File: src/rtl/pmap_pkg.sv
package pmap_pkg;
   // Outcome of an accepted translation request
   typedef enum logic [1:0] {
      PM_IDLE  = 2'd0,
      PM_HIT   = 2'd1,
      PM_FAULT = 2'd2
   } pm_kind_e;
endpackage

File: src/rtl/pmap_table.sv
module pmap_table #(
   parameter int VPN_W = 6,
   parameter int PPN_W = 4,
   localparam int ENTRIES = 1 << VPN_W
) (
   input  logic             clk,
   input  logic             rst_n,
   input  logic [VPN_W-1:0] rd_vpn,
   output logic             rd_res,
   output logic             rd_dirty,
   output logic [PPN_W-1:0] rd_ppn,
   input  logic             wr_en,
   input  logic [VPN_W-1:0] wr_vpn,
   input  logic             wr_res,
   input  logic             wr_dirty,
   input  logic [PPN_W-1:0] wr_ppn,
   input  logic             mark_en,
   input  logic [VPN_W-1:0] mark_vpn
);
   logic             res_q   [ENTRIES];
   logic             dirty_q [ENTRIES];
   logic [PPN_W-1:0] ppn_q   [ENTRIES];

   for (genvar i = 0; i < ENTRIES; i++) begin : g_entry
      logic wr_hit;
      logic mark_hit;
      assign wr_hit   = wr_en   && (wr_vpn   == VPN_W'(i));
      assign mark_hit = mark_en && (mark_vpn == VPN_W'(i));

      always_ff @(posedge clk) begin
         if (!rst_n) begin
            res_q[i]   <= 1'b0;
            dirty_q[i] <= 1'b0;
            ppn_q[i]   <= '0;
         end else if (wr_hit) begin
            res_q[i]   <= wr_res;
            dirty_q[i] <= wr_dirty;
            ppn_q[i]   <= wr_ppn;
         end else if (mark_hit) begin
            dirty_q[i] <= 1'b1;
         end
      end
   end

   assign rd_res   = res_q[rd_vpn];
   assign rd_dirty = dirty_q[rd_vpn];
   assign rd_ppn   = ppn_q[rd_vpn];
endmodule

File: src/rtl/pmap_resp.sv
module pmap_resp #(
   parameter int OFF_W = 10,
   parameter int VPN_W = 6,
   parameter int PPN_W = 4,
   localparam int PA_W = PPN_W + OFF_W
) (
   input  logic             clk,
   input  logic             rst_n,
   input  logic             accept,
   input  logic             ent_res,
   input  logic             ent_dirty,
   input  logic [PPN_W-1:0] ent_ppn,
   input  logic [VPN_W-1:0] vpn,
   input  logic [OFF_W-1:0] off,
   output logic             rsp_valid,
   output logic [PA_W-1:0]  rsp_pa,
   output logic             rsp_dirty,
   output logic             flt_valid,
   output logic [VPN_W-1:0] flt_vpn
);
   import pmap_pkg::*;

   pm_kind_e        kind;
   logic [PA_W-1:0] pa_next;

   always_comb begin
      if (!accept)      kind = PM_IDLE;
      else if (ent_res) kind = PM_HIT;
      else              kind = PM_FAULT;
   end

   assign pa_next = (PA_W'(ent_ppn) << OFF_W) | PA_W'(off);

   always_ff @(posedge clk) begin
      if (!rst_n) begin
         rsp_valid <= 1'b0;
         rsp_pa    <= '0;
         rsp_dirty <= 1'b0;
         flt_valid <= 1'b0;
         flt_vpn   <= '0;
      end else begin
         rsp_valid <= (kind == PM_HIT);
         rsp_pa    <= (kind == PM_HIT) ? pa_next : '0;
         rsp_dirty <= (kind == PM_HIT) && ent_dirty;
         flt_valid <= (kind == PM_FAULT);
         flt_vpn   <= (kind == PM_FAULT) ? vpn : '0;
      end
   end
endmodule

File: src/rtl/pmap_xlate.sv
module pmap_xlate #(
   parameter int VA_W  = 16,
   parameter int OFF_W = 10,
   parameter int PA_W  = 14,
   localparam int VPN_W = VA_W - OFF_W,
   localparam int PPN_W = PA_W - OFF_W
) (
   input  logic             clk,
   input  logic             rst_n,
   input  logic             req_valid,
   output logic             req_ready,
   input  logic [VA_W-1:0]  req_va,
   input  logic             req_wr,
   output logic             rsp_valid,
   output logic [PA_W-1:0]  rsp_pa,
   output logic             rsp_dirty,
   output logic             flt_valid,
   output logic [VPN_W-1:0] flt_vpn,
   input  logic             upd_en,
   input  logic [VPN_W-1:0] upd_vpn,
   input  logic             upd_res,
   input  logic             upd_dirty,
   input  logic [PPN_W-1:0] upd_ppn
);
   if (OFF_W < 1 || OFF_W >= VA_W) begin : g_bad_off
      $error("pmap_xlate: OFF_W must lie between 1 and VA_W-1");
   end
   if (PA_W <= OFF_W) begin : g_bad_pa
      $error("pmap_xlate: PA_W must exceed OFF_W");
   end
   if (VPN_W > 12) begin : g_bad_vpn
      $error("pmap_xlate: page map limited to 4096 entries");
   end

   logic             accept;
   logic [VPN_W-1:0] vpn;
   logic [OFF_W-1:0] off;
   logic             ent_res;
   logic             ent_dirty;
   logic [PPN_W-1:0] ent_ppn;

   assign req_ready = !upd_en;
   assign accept    = req_valid && req_ready;
   assign vpn       = req_va[VA_W-1:OFF_W];
   assign off       = req_va[OFF_W-1:0];

   pmap_table #(.VPN_W(VPN_W), .PPN_W(PPN_W)) u_table (
      .clk      (clk),
      .rst_n    (rst_n),
      .rd_vpn   (vpn),
      .rd_res   (ent_res),
      .rd_dirty (ent_dirty),
      .rd_ppn   (ent_ppn),
      .wr_en    (upd_en),
      .wr_vpn   (upd_vpn),
      .wr_res   (upd_res),
      .wr_dirty (upd_dirty),
      .wr_ppn   (upd_ppn),
      .mark_en  (accept && req_wr && ent_res),
      .mark_vpn (vpn)
   );

   pmap_resp #(.OFF_W(OFF_W), .VPN_W(VPN_W), .PPN_W(PPN_W)) u_resp (
      .clk       (clk),
      .rst_n     (rst_n),
      .accept    (accept),
      .ent_res   (ent_res),
      .ent_dirty (ent_dirty || req_wr),
      .ent_ppn   (ent_ppn),
      .vpn       (vpn),
      .off       (off),
      .rsp_valid (rsp_valid),
      .rsp_pa    (rsp_pa),
      .rsp_dirty (rsp_dirty),
      .flt_valid (flt_valid),
      .flt_vpn   (flt_vpn)
   );
endmodule

File: config.mk
export PLATFORM = sky130hd
export DESIGN_NAME = pmap_xlate
export DESIGN_NICKNAME = d
export VERILOG_FILES = /design/src/rtl/pmap_pkg.sv /design/src/rtl/pmap_table.sv /design/src/rtl/pmap_resp.sv /design/src/rtl/pmap_xlate.sv
export SDC_FILE = /design/constraint.sdc
export NUM_CORES = 1
export LEC_CHECK = 0
export BUFFER_PORTS_ARGS = -buffer_cell sky130_fd_sc_hd__buf_2
export CORE_AREA = 2 2 246 272
export CTS_CLUSTER_SIZE = 12
export DETAILED_ROUTE_END_ITERATION = 10
export DIE_AREA = 0 0 248 274
export GPL_ROUTABILITY_DRIVEN = 0
export GPL_TIMING_DRIVEN = 0
export PLACE_DENSITY_LB_ADDON = 0.1
export SLEW_MARGIN = 10
export SYNTH_ARGS = -nofsm -noshare
export SYNTH_HDL_FRONTEND = slang
export SYNTH_SLANG_ARGS = --single-unit
File: constraint.sdc
create_clock -name clk -period 2.25 [get_ports clk]
set_input_delay 0.1125 -clock clk [delete_from_list [all_inputs] [get_ports clk]]
set_output_delay 0.1125 -clock clk [all_outputs]
set_load 0.01 [all_outputs]
==> flow_summary_export.csv, run 1 <==
group,metric,value,unit
route,drt-pass1-iter-count,7,
power,ir_drop,0.554,mV
clocking,htree_levels,2,
layout,area_growth,15.7,%
power,clockPowerShare,41.0,%
layout,nFillCells,6378,
sta,fmax,0.439,GHz
power,pwr_density_cell,769,nW/um^2
sta,fin_ws,-26.0,ps
floorplan,core_area,65500,um^2
floorplan,die_x,248,um
outcome,outcome,"finished with violations",
floorplan,start_util,30.6,%
yosys,synth_largest_area_cell,"edfxtp_1",
sta,finalSetupViolCount,2,
yosys,ys_seq_elements,407,
route,drtIter0Drc,1268,
yosys,ys.flop_type,"edfxtp_1",
power,p_switching,0.00455,W
sta,period_share,101,%
power,pwr-share-seq,48.9,%
power,intPower,0.0133,W
route,vias_per_cell,5.31,
power,power_switching_share,25.5,%
yosys,avgSynthCellArea,13.3,um^2
clocking,clock_latency,590,ps
sta,slew_headroom,20.2,%
yosys,syn_nets,1547,
floorplan,die_area,68000,um^2
placed_design,dp_hpwl,56400,um
setup_path,critPathKind,"reg -> reg",
global_routing,grt_pass1_vias,13700,
global_routing,grt.overflow.total,0,
sta,rsz0062_at_grt,"yes",
setup_path,worst-path-max-fanout,1,
yosys,synthTopCellsByCount,"382 x edfxtp_1, 324 x and2_1, 100 x nand2_1",
sta,slew_viol_final,0,
clocking,clk_pin_slew_worst_paths,70,ps
sta,final_hold_viol_count,0,
setup_path,worst-endpoint-arrival,2780,ps
setup_path,crit_path_start_kind,"flip-flop",
route,drc_errors,0,
clocking,cts_buffers,47,
sta,post-route-min-period,2280,ps
yosys,synth.most_common_cell,"edfxtp_1",
sta,tns,-27.3,ps
yosys,ys_seq_area_share,59.6,%
setup_path,critPathMaxStageDelay,840,ps
clocking,clock-sinks,407,
setup_path,critical_path.cell_chain,"mux4_2, inv_2, a2111oi_0, o21ai_0, and3_4, a211oi_2",
power,total_leakage_power,7.88,nW
setup_path,cp.required,2750,ps
setup_path,slowest_stage,"a2111oi_0",
yosys,synth_area_leaders,"edfxtp_1 57%, and2_1 10%, mux4_2 9.6%",
setup_path,worstSetupEndpointType,"flip-flop",
global_routing,antenna_found_initial,3,
floorplan,ioPinCount,57,
floorplan,die_h,274,um
yosys,async_flop_share,0,%
clocking,cts_root_buf,"clkbuf_16",
yosys,synth_edf_count,382,
global_routing,track_usage,22.5,%
min_path,hold_class,"in -> reg",
layout,layout.cells.non_filler,2528,
layout,multi_input_area,7580,um^2
floorplan,row_count,99,
sta,fin_skew,17.2,ps
yosys,synth_top_area_share,57.1,%
layout,drive_above_1_share,18.2,%
global_routing,grt_max_degree,13,
placed_design,placed_cells,2428,
outcome,violations,"setup timing",
flow_run,maxCapViolCount,0,
layout,seqCellArea,12000,um^2
clocking,tritoncts,"done",
yosys,synthDistinctLibCells,56,
route,dr_total_vias,13400,
yosys,netlist_area,20100,um^2
route,detail-route-antenna-nets,0,
layout,fin_util,35.4,%
sta,holdWs,34.7,ps
yosys,synthCells,1514,
global_routing,grt_pass1_wl,106000,um
layout,fin_nets,1665,
clocking,cts_buffer_depth,3,
placed_design,io_buffers,45,
route,routedWlPerCell,30.0,um
power,p_comb_share,10.2,%
sta,tightest_slew,1180,ps
yosys,yosysWarningCount,0,
route,wl,75800,um
[logic make-up (layout without fill, tap and decap cells)]
| kind of cell | Yosys count | count (layout) | synth area share [%] |
|---|---|---|---|
| AND/OR/NAND/NOR | 596 | 596 | 16.3 |
| flip-flops | 407 | 407 | 59.6 |
| AO/OA/AOI/OAI | 254 | 254 | 9.20 |
| buffers and inverters | 138 | 291 | 3.48 |
| multiplexers | 119 | 119 | 11.3 |
| other | 0 | 3 | 0 |
[path summary, 6_finish.rpt]
kind / from / end / slack [ps] / cells after the start
hold reg to reg: u_table.dirty_q[32] / u_table.dirty_q[32] / 470 / 2
hold / removal: req_valid / u_resp.rsp_pa[5] / 30 / 3
setup reg to reg: u_table.dirty_q[43] / u_resp.rsp_dirty / -30 / 6
setup / recovery: u_table.dirty_q[43] / u_resp.rsp_dirty / -30 / 6
[final cells by class]
cell class,instances,share of cell area [%]
multi-input cells,969,32.7
plain buffers,116,2.80
well taps,858,4.62
diodes,3,0.0323
clock inverters,22,0.555
repair buffers,69,1.91
flip-flops and latches,407,51.6
clock buffers,62,5.49
inverters,22,0.356
[routing by layer]
metal / track usage (%) / up-vias / routed length, um
li1: - / 5851 / -
met1: 29.7 / 6905 / 32300
met2: 36.7 / 535 / 35600
met3: 4.57 / 126 / 5050
met4: 8.10 / 6 / 2790
met5: 0 / - / 33
[cell usage in the layout (no fill, tap or decap), types with 21 or more instances in the layout]
master / count
edfxtp_1: 382
and2_1: 324
nand2_1: 100
mux4_2: 86
clkbuf_1: 80
nor2_1: 73
buf_2: 59
o21ai_1: 56
clkbuf_16: 49
o31ai_1: 37
o21bai_1: 34
o21ai_0: 28
mux2i_1: 27
dfxtp_1: 25
nand2b_1: 24
nand3_1: 23
inv_1: 21
[state kept, by name (all words and copies together) (netlist names)]
register / count
u_table.dirty_q: 64
u_resp.rsp_valid: 1
u_resp.flt_valid: 1
u_table.res_q: 64
u_resp.rsp_pa: 14
u_resp.flt_vpn: 6
u_resp.rsp_dirty: 1
u_table.ppn_q: 256
[power by group through the flow]
stage / logic, W / registers (W) / clock network [W]
2_1_floorplan: 0.000990 / 0.00883 / 0
3_3_place_gp: 0.00170 / 0.00888 / 0
3_5_place_dp: 0.00173 / 0.00888 / 0
4_1_cts: 0.00178 / 0.00873 / 0.00743
5_1_grt: 0.00191 / 0.00875 / 0.00769
6_report: 0.00182 / 0.00872 / 0.00731
[repair_timing]
action                                 4_1_cts  5_1_grt
endpoints found under the hold margin       10        0
resized for setup                           26       31
hold buffers                                10        0
pin swaps                                    2        5
setup endpoints to repair                   99      105
cloned                                       0        0
setup buffers                                0        3
[metrics by stage]
stage,power [W],area [um^2],worst slack (ps)
floorplan,0.00982,20100,222
global route,0.0183,23200,-110
finish,0.0178,23200,-26.0
CTS,0.0179,23100,3.03
detailed placement,0.0106,21500,-1000
global placement,0.0106,21400,-1090
[critical path: cells and delay by family (launching register included)]
family,cells,cell delay [ps]
buffers and inverters,1,50
AND/OR/NAND/NOR,1,250
multiplexers,1,250
flip-flops,1,360
AO/OA/AOI/OAI,3,1290
No activity file was read; power rests on OpenSTA's default activity.
==> run 2: changes to the inputs <==
--- a/config.mk
+++ b/config.mk
@@ -9,2 +9,3 @@
 export CORE_AREA = 2 2 246 272
+export CTS_CLUSTER_DIAMETER = 40
 export CTS_CLUSTER_SIZE = 12
==> constraint.sdc (replaced) <==
create_clock -name clk -period 2 [get_ports clk]
set_input_delay 0.1 -clock clk [delete_from_list [all_inputs] [get_ports clk]]
set_output_delay 0.1 -clock clk [all_outputs]
set_load 0.02 [all_outputs]
==> flow_summary_export.csv, run 2 (synthesis gave the netlist of run 1 again) <==
group,metric,value,unit
outcome,outcome,"finished with violations",
outcome,violations,"hold timing, setup timing",
layout,largest-register,"u_table.ppn_q",
route,drtIter0Drc,1534,
route,wl_met1,32300,um
global_routing,track_usage,23.0,%
sta,post-route-min-period,2150,ps
route,vias_per_cell,5.33,
layout,multi_input_area,8210,um^2
setup_path,worst-endpoint-arrival,2640,ps
global_routing,grt_pass1_wl,108000,um
sta,slew_headroom,13.9,%
placed_design,placed_cells,2428,
route,detail-route-antenna-nets,0,
clocking,cts_buffer_depth,3,
layout,reg_top3,"u_table.ppn_q x256, u_table.dirty_q x64, u_table.res_q x64",
sta,rsz0062_at_grt,"yes",
floorplan,die_area,68000,um^2
sta,finalSetupViolCount,62,
route,routedWlPerCell,29.8,um
floorplan,ioPinCount,57,
sta,slew_viol_final,0,
floorplan,core_area,65500,um^2
layout,mostFrequentLayoutCells,"382 x edfxtp_1, 324 x and2_1, 93 x nand2_1",
floorplan,die_x,248,um
route,routed.top_layer,"met5",
power,total_leakage_power,8.93,nW
placed_design,io_buffers,45,
layout,layout.cells.non_filler,2609,
power,pwr_density_cell,1030,nW/um^2
layout,area_growth,28.0,%
clocking,clock_latency,630,ps
setup_path,critPathKind,"reg -> reg",
sta,holdWs,-6.64,ps
route,dr_total_vias,13900,
route,drt-pass1-iter-count,8,
sta,fin_skew,16.3,ps
clocking,clk_pin_slew_worst_paths,50,ps
sta,final_hold_viol_count,1,
setup_path,cp.required,2490,ps
sta,period_share,108,%
layout,nFillCells,6184,
layout,drive_above_1_share,27.2,%
sta,fmax,0.465,GHz
global_routing,antenna_found_initial,3,
route,dr_wl_met2,36900,um
clocking,cts_buffers,78,
floorplan,row_count,99,
sta,tns,-2930,ps
floorplan,start_util,30.6,%
setup_path,worst-path-max-fanout,1,
floorplan,die_h,274,um
power,ir_drop,0.645,mV
clocking,tritoncts,"done",
route,wl_met3,5230,um
clocking,clock-sinks,407,
sta,tightest_slew,1290,ps
sta,fin_ws,-153,ps
global_routing,grt.overflow.total,0,
flow_run,maxCapViolCount,0,
setup_path,worstSetupEndpointType,"flip-flop",
route,wl,77700,um
placed_design,dp_hpwl,56300,um
layout,largest_reg_flops,256,
min_path,hold_class,"in -> reg",
setup_path,crit_path_start_kind,"flip-flop",
layout,seqCellArea,12000,um^2
clocking,cts_root_buf,"clkbuf_16",
power,power,0.0266,W
layout,layout_commonest_cell,"edfxtp_1",
clocking,htree_levels,3,
global_routing,grt_max_degree,12,
placed_design,dpl_cell_area,21500,um^2
layout,final_cell_area,25700,um^2
layout,fin_nets,1717,
global_routing,grt_pass1_vias,14100,
route,drc_errors,0,
[run 2: cell types whose count changed in the layout (fill, tap and decap cells not counted), moves of 16 or more]
cell | before | now
buf_6 | 14 | 34
clkbuf_16 | 49 | 81
o31ai_1 | 37 | 11
o21ai_0 | 28 | 7
bufinv_16 | 1 | 17
o21ai_2 | 0 | 17
[run 2: critical path: stages, from the launching register on]
cell and delay [ps]:
edfxtp_1 370, mux4_2 550, mux4_2 530, nor2b_4 160, a211oi_2 140, and3_4 230
a211oi_2 40
[run 2: layer usage]
metal,global-route usage (%),up-vias
li1,-,6009
met1,30.2,7153
met2,38.1,603
met3,3.53,152
met4,9.27,2
met5,0,-
[run 2: area by class of cell]
type	instances	area share [%]
plain buffers	113	2.88
diodes	2	0.0195
flip-flops and latches	407	46.6
clock buffers	92	8.00
well taps	858	4.18
multi-input cells	969	32.0
clock inverters	53	3.15
repair buffers	93	2.90
inverters	22	0.321
[run 2: timing repair]
item,in CTS,in global routing
setup endpoints to repair,169,151
gates resized for setup,111,130
cloned,5,3
endpoints found under the hold margin,11,0
hold buffers,11,0
pin swaps,29,63
buffers inserted,12,6
[run 2: power by group]
part	internal, W	switching, W
Clock	0.00961	0.00476
Combinational	0.000838	0.00151
Sequential	0.00971	0.000116
[run 2: through the flow]
step	hold slack [ps]	worst slack, ps	util, %
after detailed placement	330	-1170	32.8
after global routing	7.72	-177	39.2
after global placement	335	-1470	32.6
after floorplan	214	0.582	-
after CTS	10.9	-187	38.1
final	-6.64	-153	39.2
[run 2: path summary, 6_finish.rpt]
path | startpoint | cells after the start | end | slack, ps
max | u_table.dirty_q[31] | 6 | u_resp.rsp_dirty | -150
min | req_wr | 4 | u_resp.rsp_dirty | -7
max reg2reg | u_table.dirty_q[31] | 6 | u_resp.rsp_dirty | -150
min reg2reg | u_table.dirty_q[32] | 2 | u_table.dirty_q[32] | 490
==> run 3: changes to the inputs <==
==> constraint.sdc (replaced) <==
create_clock -name clk -period 2 [get_ports clk]
set_input_delay 0 -clock clk [delete_from_list [all_inputs] [get_ports clk]]
set_output_delay 0 -clock clk [all_outputs]
set_load 0.02 [all_outputs]
==> flow_summary_export.csv, run 3 (synthesis gave the netlist of run 1 again) <==
group,metric,value,unit
clocking,cts_buffers,76,
route,routedWlPerCell,29.8,um
setup_path,crit_path_start_kind,"flip-flop",
setup_path,worstSetupEndpointType,"flip-flop",
sta,slew_headroom,13.0,%
sta,fin_ws,-156,ps
route,drt-pass1-iter-count,5,
floorplan,row_count,99,
clocking,cts_root_buf,"clkbuf_16",
floorplan,die_x,248,um
global_routing,grt_pass1_vias,14100,
route,routed.top_layer,"met5",
min_path,hold_class,"in -> reg",
layout,drive_above_1_share,25.8,%
power,ir_drop,0.576,mV
outcome,violations,"setup timing",
route,wl,77500,um
setup_path,worst-path-max-fanout,1,
layout,reg_top3,"u_table.ppn_q x256, u_table.dirty_q x64, u_table.res_q x64",
min_path,hold_start,"upd_ppn[1]",
sta,period_share,108,%
floorplan,core_area,65500,um^2
flow_run,maxCapViolCount,0,
sta,tightest_slew,1290,ps
clocking,clk_pin_slew_worst_paths,60,ps
layout,largest-register,"u_table.ppn_q",
floorplan,die_h,274,um
setup_path,critPathKind,"reg -> reg",
sta,slew_viol_final,0,
layout,final_cell_area,25300,um^2
placed_design,dp_hpwl,56400,um
layout,layout_commonest_cell,"edfxtp_1",
global_routing,antenna_found_initial,3,
layout,fin_util,38.6,%
clocking,clock_latency,630,ps
global_routing,grt_max_degree,13,
setup_path,worst-endpoint-arrival,2640,ps
sta,fin_skew,30.7,ps
layout,nFillCells,6224,
route,dr_wl_met2,36700,um
route,drtIter0Drc,1427,
floorplan,ioPinCount,57,
setup_path,cp.required,2490,ps
sta,holdWs,39.4,ps
layout,mostFrequentLayoutCells,"382 x edfxtp_1, 323 x and2_1, 93 x nand2_1",
power,power,0.0252,W
floorplan,die_area,68000,um^2
placed_design,io_buffers,45,
route,drc_errors,0,
clocking,clock-sinks,407,
route,dr_total_vias,13900,
global_routing,grt_pass1_wl,108000,um
power,total_leakage_power,8.79,nW
clocking,htree_levels,3,
global_routing,grt.overflow.total,0,
layout,largest_reg_flops,256,
route,wl_met1,32300,um
setup_path,r2r_start,"u_table.dirty_q[30]",
outcome,outcome,"finished with violations",
sta,tns,-2480,ps
sta,fmax,0.464,GHz
clocking,cts_buffer_depth,3,
layout,multi_input_area,8100,um^2
layout,n_antenna_cell,0,
route,wl_met3,5750,um
layout,area_growth,25.9,%
min_path,hold_end,"u_table.ppn_q[57][1]",
sta,post-route-min-period,2160,ps
setup_path,reg2reg_slack,-160,ps
power,pwr_density_cell,997,nW/um^2
setup_path,r2r-end,"u_resp.rsp_dirty",
setup_path,r2r_cells,6,
sta,rsz0062_at_grt,"yes",
route,detail-route-antenna-nets,0,
layout,seqCellArea,12000,um^2
sta,finalSetupViolCount,50,
placed_design,dpl_cell_area,21500,um^2
global_routing,track_usage,23.0,%
floorplan,start_util,30.6,%
route,vias_per_cell,5.33,
clocking,tritoncts,"done",
sta,final_hold_viol_count,0,
layout,fin_nets,1717,
min_path,hold_depth,2,
-- run 3: changes by cell type in the layout (fill, tap and decap cells not counted), moves of 6 or more --
cell       change
clkinv_1       +7
inv_6          +6
o21ai_2        -9
bufinv_16      -9
buf_6         -10
o21ai_0        +8
buf_4          +6
-- run 3: layout make-up --
| cell class | instances | area share [%] |
|---|---|---|
| tap | 858 | 4.25 |
| sequential | 407 | 47.4 |
| multi-input combinational | 969 | 32.0 |
| inverter | 22 | 0.327 |
| clock inverter | 59 | 2.43 |
| clock buffer | 81 | 7.77 |
| timing repair buffer | 95 | 3.00 |
| buffer | 113 | 2.84 |
-- run 3: report_power, final --
group / leakage (nW) / total [W] / internal, W / switching, W
Clock: 1.26 / 0.0131 / 0.00825 / 0.00481
Sequential: 3.91 / 0.00983 / 0.00971 / 0.000115
Combinational: 3.62 / 0.00231 / 0.000824 / 0.00149
Total: 8.79 / 0.0252 / 0.0188 / 0.00641
-- run 3: stage by stage --
stage,setup WS (ps),cells
after floorplan,44.3,1514
after global placement,-1220,2417
after detailed placement,-1140,2428
after CTS,-146,2596
after global routing,-166,2604
final,-156,2604
-- run 3: worst max path at each step --
| stage | depth (start not counted) | slack, ps | startpoint | to |
|---|---|---|---|---|
| final | 6 | -160 | u_table.dirty_q[30] | u_resp.rsp_dirty |
| after global routing | 6 | -170 | u_table.dirty_q[31] | u_resp.rsp_dirty |
| after CTS | 6 | -150 | u_table.ppn_q[35][1] | u_resp.rsp_pa[11] |
| after detailed placement | 9 | -1140 | req_va[13] | u_table.dirty_q[48] |
| after global placement | 5 | -1220 | upd_vpn[0] | u_table.dirty_q[45] |
| after floorplan | 6 | 40 | u_table.res_q[27] | u_table.dirty_q[26] |
-- run 3: repair_timing --
action                                  4_1_cts  5_1_grt
gates resized for setup                      85      117
pin swaps                                    39       46
cloned                                        3        5
hold endpoints to repair                     19        0
setup buffers                                13        6
hold buffers                                 13        0
endpoints found under the setup margin      156      137
-- run 3: routing by layer --
layer  vias to the layer above  track usage (%)
li1                       6010                -
met1                      7126             29.8
met2                       584             37.0
met3                       142             5.17
met4                         6             9.33
met5                         -                0
-- run 3: critical path, stage by stage (launching register included) --
cell and delay [ps]:
edfxtp_1 380, mux4_2 540, mux4_2 520, nor2b_4 160, a211oi_2 150, and3_4 230
a211oi_2 40
